==> config.mk <==
export PLATFORM = sky130hd
export DESIGN_NAME = cmdrsp_mailbox
export DESIGN_NICKNAME = d
export VERILOG_FILES = /design/src/rtl/cmdrsp_mailbox.sv
export SDC_FILE = /design/constraint.sdc
export NUM_CORES = 1
export LEC_CHECK = 0
export BUFFER_PORTS_ARGS = -buffer_cell sky130_fd_sc_hd__buf_4
export CAP_MARGIN = 20
export CORE_MARGIN = 5
export CORE_UTILIZATION = 52
export DETAILED_ROUTE_END_ITERATION = 10
export PLACE_DENSITY_LB_ADDON = 0.25
export SLEW_MARGIN = 20
export SYNTH_ARGS = -nofsm -noshare
export SYNTH_HDL_FRONTEND = slang
export SYNTH_SLANG_ARGS = --single-unit
==> constraint.sdc <==
create_clock -name clk -period 4.4 [get_ports clk]
set_input_delay 0.22 -clock clk [delete_from_list [all_inputs] [get_ports clk]]
set_output_delay 0.22 -clock clk [all_outputs]
set_load 0.02 [all_outputs]
==> src/rtl/cmdrsp_mailbox.sv <==
module cmdrsp_mailbox #(
  parameter logic [7:0] START_CODE = 8'h01,
  parameter logic [7:0] END_CODE   = 8'h03,
  parameter logic [7:0] ABORT_CODE = 8'h22
) (
  input  logic       clk,
  input  logic       rst_n,
  input  logic       host_addr,
  input  logic       host_wr,
  input  logic       host_rd,
  input  logic [7:0] host_wdata,
  output logic [7:0] host_rdata,
  output logic       cmd_valid,
  input  logic       cmd_ready,
  output logic [7:0] cmd_data,
  output logic       cmd_end,
  output logic       cmd_abort,
  input  logic       rsp_valid,
  output logic       rsp_ready,
  input  logic [7:0] rsp_data,
  input  logic       rsp_last
);

  typedef enum logic [2:0] {
    S_IDLE, S_RECV, S_FLUSH, S_WAIT, S_BODY, S_TAIL, S_DONE
  } state_t;

  state_t     state;
  logic       ibf, obf, f0, err, abort_q;
  logic [7:0] ibuf, obuf;

  wire wr_data = host_wr && !host_addr;
  wire wr_cmd  = host_wr && host_addr;
  wire rd_data = host_rd && !host_addr;
  wire cancel  = wr_cmd && host_wdata == ABORT_CODE;
  wire start   = wr_cmd && host_wdata == START_CODE && state == S_IDLE;
  wire eoc     = wr_cmd && host_wdata == END_CODE && state == S_RECV;
  wire take    = wr_data && state == S_RECV && !ibf;
  wire drop    = wr_data && !take;
  wire consume = ibf && cmd_ready;
  wire rsp_hs  = rsp_valid && rsp_ready;

  wire [7:0] status = {2'b00, state == S_RECV, state == S_IDLE, err, f0, ibf, obf};

  assign host_rdata = host_addr ? status : obuf;
  assign cmd_valid  = ibf;
  assign cmd_data   = ibuf;
  assign cmd_end    = state == S_FLUSH && !ibf;
  assign cmd_abort  = abort_q;
  assign rsp_ready  = state == S_BODY && !obf;

  always_ff @(posedge clk) begin
    if (!rst_n) begin
      state   <= S_IDLE;
      ibf     <= 1'b0;
      obf     <= 1'b0;
      f0      <= 1'b0;
      err     <= 1'b0;
      abort_q <= 1'b0;
      ibuf    <= 8'h00;
      obuf    <= 8'h00;
    end else begin
      abort_q <= cancel;
      if (cancel) begin
        state <= S_IDLE;
        ibf   <= 1'b0;
        obf   <= 1'b0;
        f0    <= 1'b0;
        err   <= 1'b0;
      end else begin
        if (take) begin
          ibuf <= host_wdata;
          ibf  <= 1'b1;
        end else if (consume) begin
          ibf <= 1'b0;
        end
        if (drop) err <= 1'b1;
        if (rd_data && obf) begin
          obf <= 1'b0;
          f0  <= 1'b0;
          if (state == S_DONE) state <= S_IDLE;
        end
        case (state)
          S_IDLE:  if (start) state <= S_RECV;
          S_RECV:  if (eoc) state <= S_FLUSH;
          S_FLUSH: if (!ibf) state <= S_WAIT;
          S_WAIT:
            if (rsp_valid) begin
              obuf  <= START_CODE;
              f0    <= 1'b1;
              obf   <= 1'b1;
              state <= S_BODY;
            end
          S_BODY:
            if (rsp_hs) begin
              obuf <= rsp_data;
              f0   <= 1'b0;
              obf  <= 1'b1;
              if (rsp_last) state <= S_TAIL;
            end
          S_TAIL:
            if (!obf) begin
              obuf  <= END_CODE;
              f0    <= 1'b1;
              obf   <= 1'b1;
              state <= S_DONE;
            end
          default: ;
        endcase
      end
    end
  end

  assert_start_recv_R2: assert property (@(posedge clk) disable iff (!rst_n)
    start |=> state == S_RECV);

  assert_cmd_hold_R3: assert property (@(posedge clk) disable iff (!rst_n)
    cmd_valid && !cmd_ready && !cancel |=> cmd_valid && $stable(cmd_data));

  assert_drop_sticky_R4: assert property (@(posedge clk) disable iff (!rst_n)
    drop |=> err);

  assert_end_pulse_R5: assert property (@(posedge clk) disable iff (!rst_n)
    cmd_end |=> !cmd_end && state == S_WAIT);

  assert_head_marker_R6: assert property (@(posedge clk) disable iff (!rst_n)
    state == S_WAIT && rsp_valid && !cancel |=> obf && f0 && obuf == START_CODE);

  assert_out_hold_R7: assert property (@(posedge clk) disable iff (!rst_n)
    obf && !rd_data && !cancel |=> obf && $stable(obuf));

  assert_read_clears_R7: assert property (@(posedge clk) disable iff (!rst_n)
    rd_data && obf && !cancel |=> !obf);

  assert_cancel_idle_R9: assert property (@(posedge clk) disable iff (!rst_n)
    cancel |=> state == S_IDLE && !ibf && !obf && !err && cmd_abort);

endmodule

Yosys cells after proc, flatten, opt, wreduce, memory -nomap -nowiden
Index checks and enable logic that the tools add are counted.
Widths: inputs -> output; s select.

cells by class
  eq/ne operators = 12
  multiplexer cells = 27
  bitwise operators = 2
  reduce and logical (&&, ||, !) cells = 26

operator list
  operator            number
  $mux 8              4
  $mux 3              9
  $pmux 8 s3          1
  $pmux 3 s6          1
  $logic_and 1x1->1   16
  $mux 1              10
  $eq 3x3->1 const B  3
  $eq 8x1->1 const B  1
  $eq 8x2->1 const B  1
  $eq 8x6->1 const B  1
  $eq 3x2->1 const B  2
  $ne 2x2->1 const B  3
  $pmux 1 s3          2
  $reduce_and 5->1    1
  $logic_not 1->1     4
  $eq 3x1->1 const B  1
  $logic_not 3->1     1
  $reduce_bool 3->1   1
  $not 1->1           2
  $reduce_and 2->1    1
  $reduce_bool 2->1   1
  $reduce_or 2->1     1

storage, ports and cells
  bits in registers = 24
  bits of input ports = 24
  output and inout port bits = 20

Depth between registers and ports, before layout
  word-level depth = 7
  mapped depth = 6

Worst setup path before layout
No wires, ideal clock.

  path type = input-to-reg
  from = input port host_wdata[2]
  to = register obuf[1]
  setup time = 0.124 ns
  data arrival time = 1.581 ns
  required time = 4.276 ns
  slack = 2.695 ns
  stages = 5
  cell sequence = or4b_4 or4_4 a21boi_1 buf_6 mux2i_1

on the way
  word-level cells in the longest chain between the ends = 4

RTL lines
  what                        line  source
  start, declared             11    input logic [7:0] host_wdata,
  $eq 8x6->1                  35    wire cancel = wr_cmd && host_wdata == ABORT_CODE;
  $logic_and 1x1->1           35
  $not 1->1 (no line)         n/a
  $reduce_and 5->1 (no line)  n/a
  end signal, assigned        96    obuf <= rsp_data;
  end, declared               30    logic [7:0] ibuf, obuf;

No other way between the ends.
A chain may end at the register's enable or synchronous reset.

Final worst setup path
  from = register state[2]
  to = register obuf[4]

on the way
  word-level cells in the longest chain between the ends = 5

RTL lines
  what                        line    source
  start, declared             28      state_t state;
  start signal, assigned      54      state <= S_IDLE;
  start signal, assigned      65      state <= S_IDLE;
  start signal, assigned      81      if (state == S_DONE) state <= S_IDLE;
  $eq 3x3->1                  50, 83
  $logic_and 1x1->1           50      assign rsp_ready = state == S_BODY && !obf;
  $logic_and 1x1->1           41      wire rsp_hs = rsp_valid && rsp_ready;
  $ne 2x2->1 (no line)        n/a
  $reduce_and 5->1 (no line)  n/a

Parallel ways exist; a longest one is shown, timed or not.

==> reports/qor.txt <==
Area grow syn2layout: 27.7%
Grt total ovfl: 0
Max-Cap Viols: 0
Maximum vdd drop: 0.172 mV
Clock transition at path regs: 0.13 ns
Initial antenna violation count: 0
Commonest cells in the synthesized netlist: dfxtp_1 (24), nand2_1 (17), mux2i_1 (16), nor2_1 (14)
Avg Cell Area, Syn: 8.87 µm²
DP Worst Slack: 2.34 ns
First-pass GRT wire length: 4890 µm
Crit end category: register
Drt total wl: 3010 µm
Crit path launch: state[2]
TritonRoute pass-1 iters: 4
Worst setup SP type: register
Top achievable clock speed: 480 MHz
Core area: 2250 µm²
CTS tree: built
Synth area leader: dfxtp_1
Status: complete, no violations
Register area share after synthesis: 38.4%
Nets: 206
RSZ-0062 raised after global routing: false
Clock latency on the worst-skew pair: 0.31 ns
# setup viols final: 0
Hold Slack: 0.152 ns
# rows: 17
#FFs+latches synth: 24
Gp weighted congestion: 0.752
Minimum clock period: 2.08 ns
Hold buffer count at cts: 0
Full die area: 3490 µm²
Overall Global Routing Usage: 18.2%
Hold Crit Class: in2reg
Pwr per Cell Area: 218 nW/µm²
Synthesis Warnings: 0
Synth cell types: 36
Slew at the pin closest to its max-slew limit: 0.968 ns
Post-CTS setup buffer count: 0
DIE HEIGHT: 59.1 µm
Main synth FF type: dfxtp_1
FFs w/ async S/R, synth: 0%
Fin. Hold Viols: 0
Crit Path Class: reg2reg
Pin count of the biggest net entering global routing: 18
Tcrit/Tclk final: 47.4%
Layout fillers: 191
CTS H-tree lvls: 1
Syn Nets: 165
Synth area leaders: dfxtp_1 (38%), mux2i_1 (13%), mux2_2 (5.4%)
Max-slew headroom: 35.4%
Hold path start: host_wdata[3]
Skew final: 0.00857 ns
ANT cells: 0
Worst r2r src: state[2]
Pins Over Slew Limit: 0
Setup_tns: 0 ns
Initial Util: 55.5%
# IOs: 44
Area of the mapped netlist: 1250 µm²
Post-route ant nets: 0
Via count: 1157
Port bufs: 43
Vias/cell: 5.56
Post_cts resized: 0
Clk sinks: 24
Count leader, synth: dfxtp_1
Post-layout worst setup margin: 2.32 ns
Die W: 59.1 µm
Clock tree buffer depth: 2
DRT iter0 DRCs: 32
Crit path required time: 4.64 ns
Top cell type's share of synthesized area: 38.4%
Per-cell routed wire length: 14.4 µm
Post-DP HPWL: 2330 µm
Post-Syn Instances: 141
CTS buffer count: 3
Crit Path Max Fanout: 13
CTS root buf: clkbuf_4
EDFF count, synth: 0
Fraction of layout cells with a size suffix above 1: 31.1%
Arr. time, crit path: 2.32 ns
DR DRC count: 0
Leak: 0.701 nW
Vias in the first global route: 1117
==> cell type report <==
class                      instances  area [µm²]  area share, %
clock buffer                       3        22.5           1.41
inverter                           5        18.8           1.17
multi-input combinational        105         718           44.9
sequential                        24         480           30.1
tap                               28        35.0           2.19
timing repair buffer              43         323           20.2
==> power breakdown <==
| part | total, mW | leakage [nW] | internal [mW] | switching (mW) |
|---|---|---|---|---|
| clock network | 0.0941 | 0.0138 | 0.0320 | 0.0621 |
| registers | 0.218 | 0.193 | 0.218 | 0.000339 |
| logic | 0.0357 | 0.493 | 0.0198 | 0.0158 |
==> sequential cells by signal, summed over array words and instances (netlist names) <==
name,count
obuf,8
err,1
cmd_valid,1
cmd_data,8
obf,1
cmd_abort,1
f0,1
state,3
==> kinds of logic (layout without fill, tap and decap cells) <==
kind of cell           Yosys count  count (layout)  synth area share, %
flip-flops                      24              24                 38.4
AND/OR/NAND/NOR                 65              65                 30.8
multiplexers                    22              22                 18.2
buffers and inverters           12              51                 4.20
AO/OA/AOI/OAI                   18              18                 8.40
==> layer usage <==
layer	routed length [µm]	GRT usage (%)	vias to the layer above
li1	-	-	575
met1	1320	21.8	537
met2	1450	32.0	41
met3	196	3.49	4
met4	40	6.47	0
met5	0	0	-
==> through the flow <==
step	util, %	cells	instance area (µm²)	power [mW]
5_1_grt	70.9	208	1600	0.366
2_1_floorplan	-	141	1250	0.236
3_5_place_dp	69.9	205	1580	0.259
6_report	70.9	208	1600	0.348
3_3_place_gp	69.9	205	1580	0.258
4_1_cts	70.9	208	1600	0.351
==> critical path, cell delays in order (launching register included) <==
cell      delay, ns
dfxtp_1        0.54
nor3b_1        0.24
o21ai_0        0.17
a21boi_1       0.79
mux2i_1        0.27
==> cells in the final DEF, fill, tap and decap left out, types with 2 or more instances in the layout <==
cell type   n
nand3b_1    2
nand2_1    17
nor3b_1     3
buf_4      43
nor3_1      4
and2_1      2
mux2_2      6
inv_1       4
dfxtp_1    24
nor2b_1     5
nor2_1     14
nand4_1     2
o21ai_0     6
a21oi_1     6
mux2i_1    16
nand4b_1    2
clkbuf_4    3
nand2b_1    3
==> path summary, 6_finish.rpt <==
kind / to / slack [ns] / cells after the start
min: cmd_data[3] / 0.15 / 3
min reg2reg: obuf[1] / 0.47 / 2
max reg2reg: obuf[4] / 2.32 / 4
max: obuf[4] / 2.32 / 4
Power figures use the tool's default switching activity.
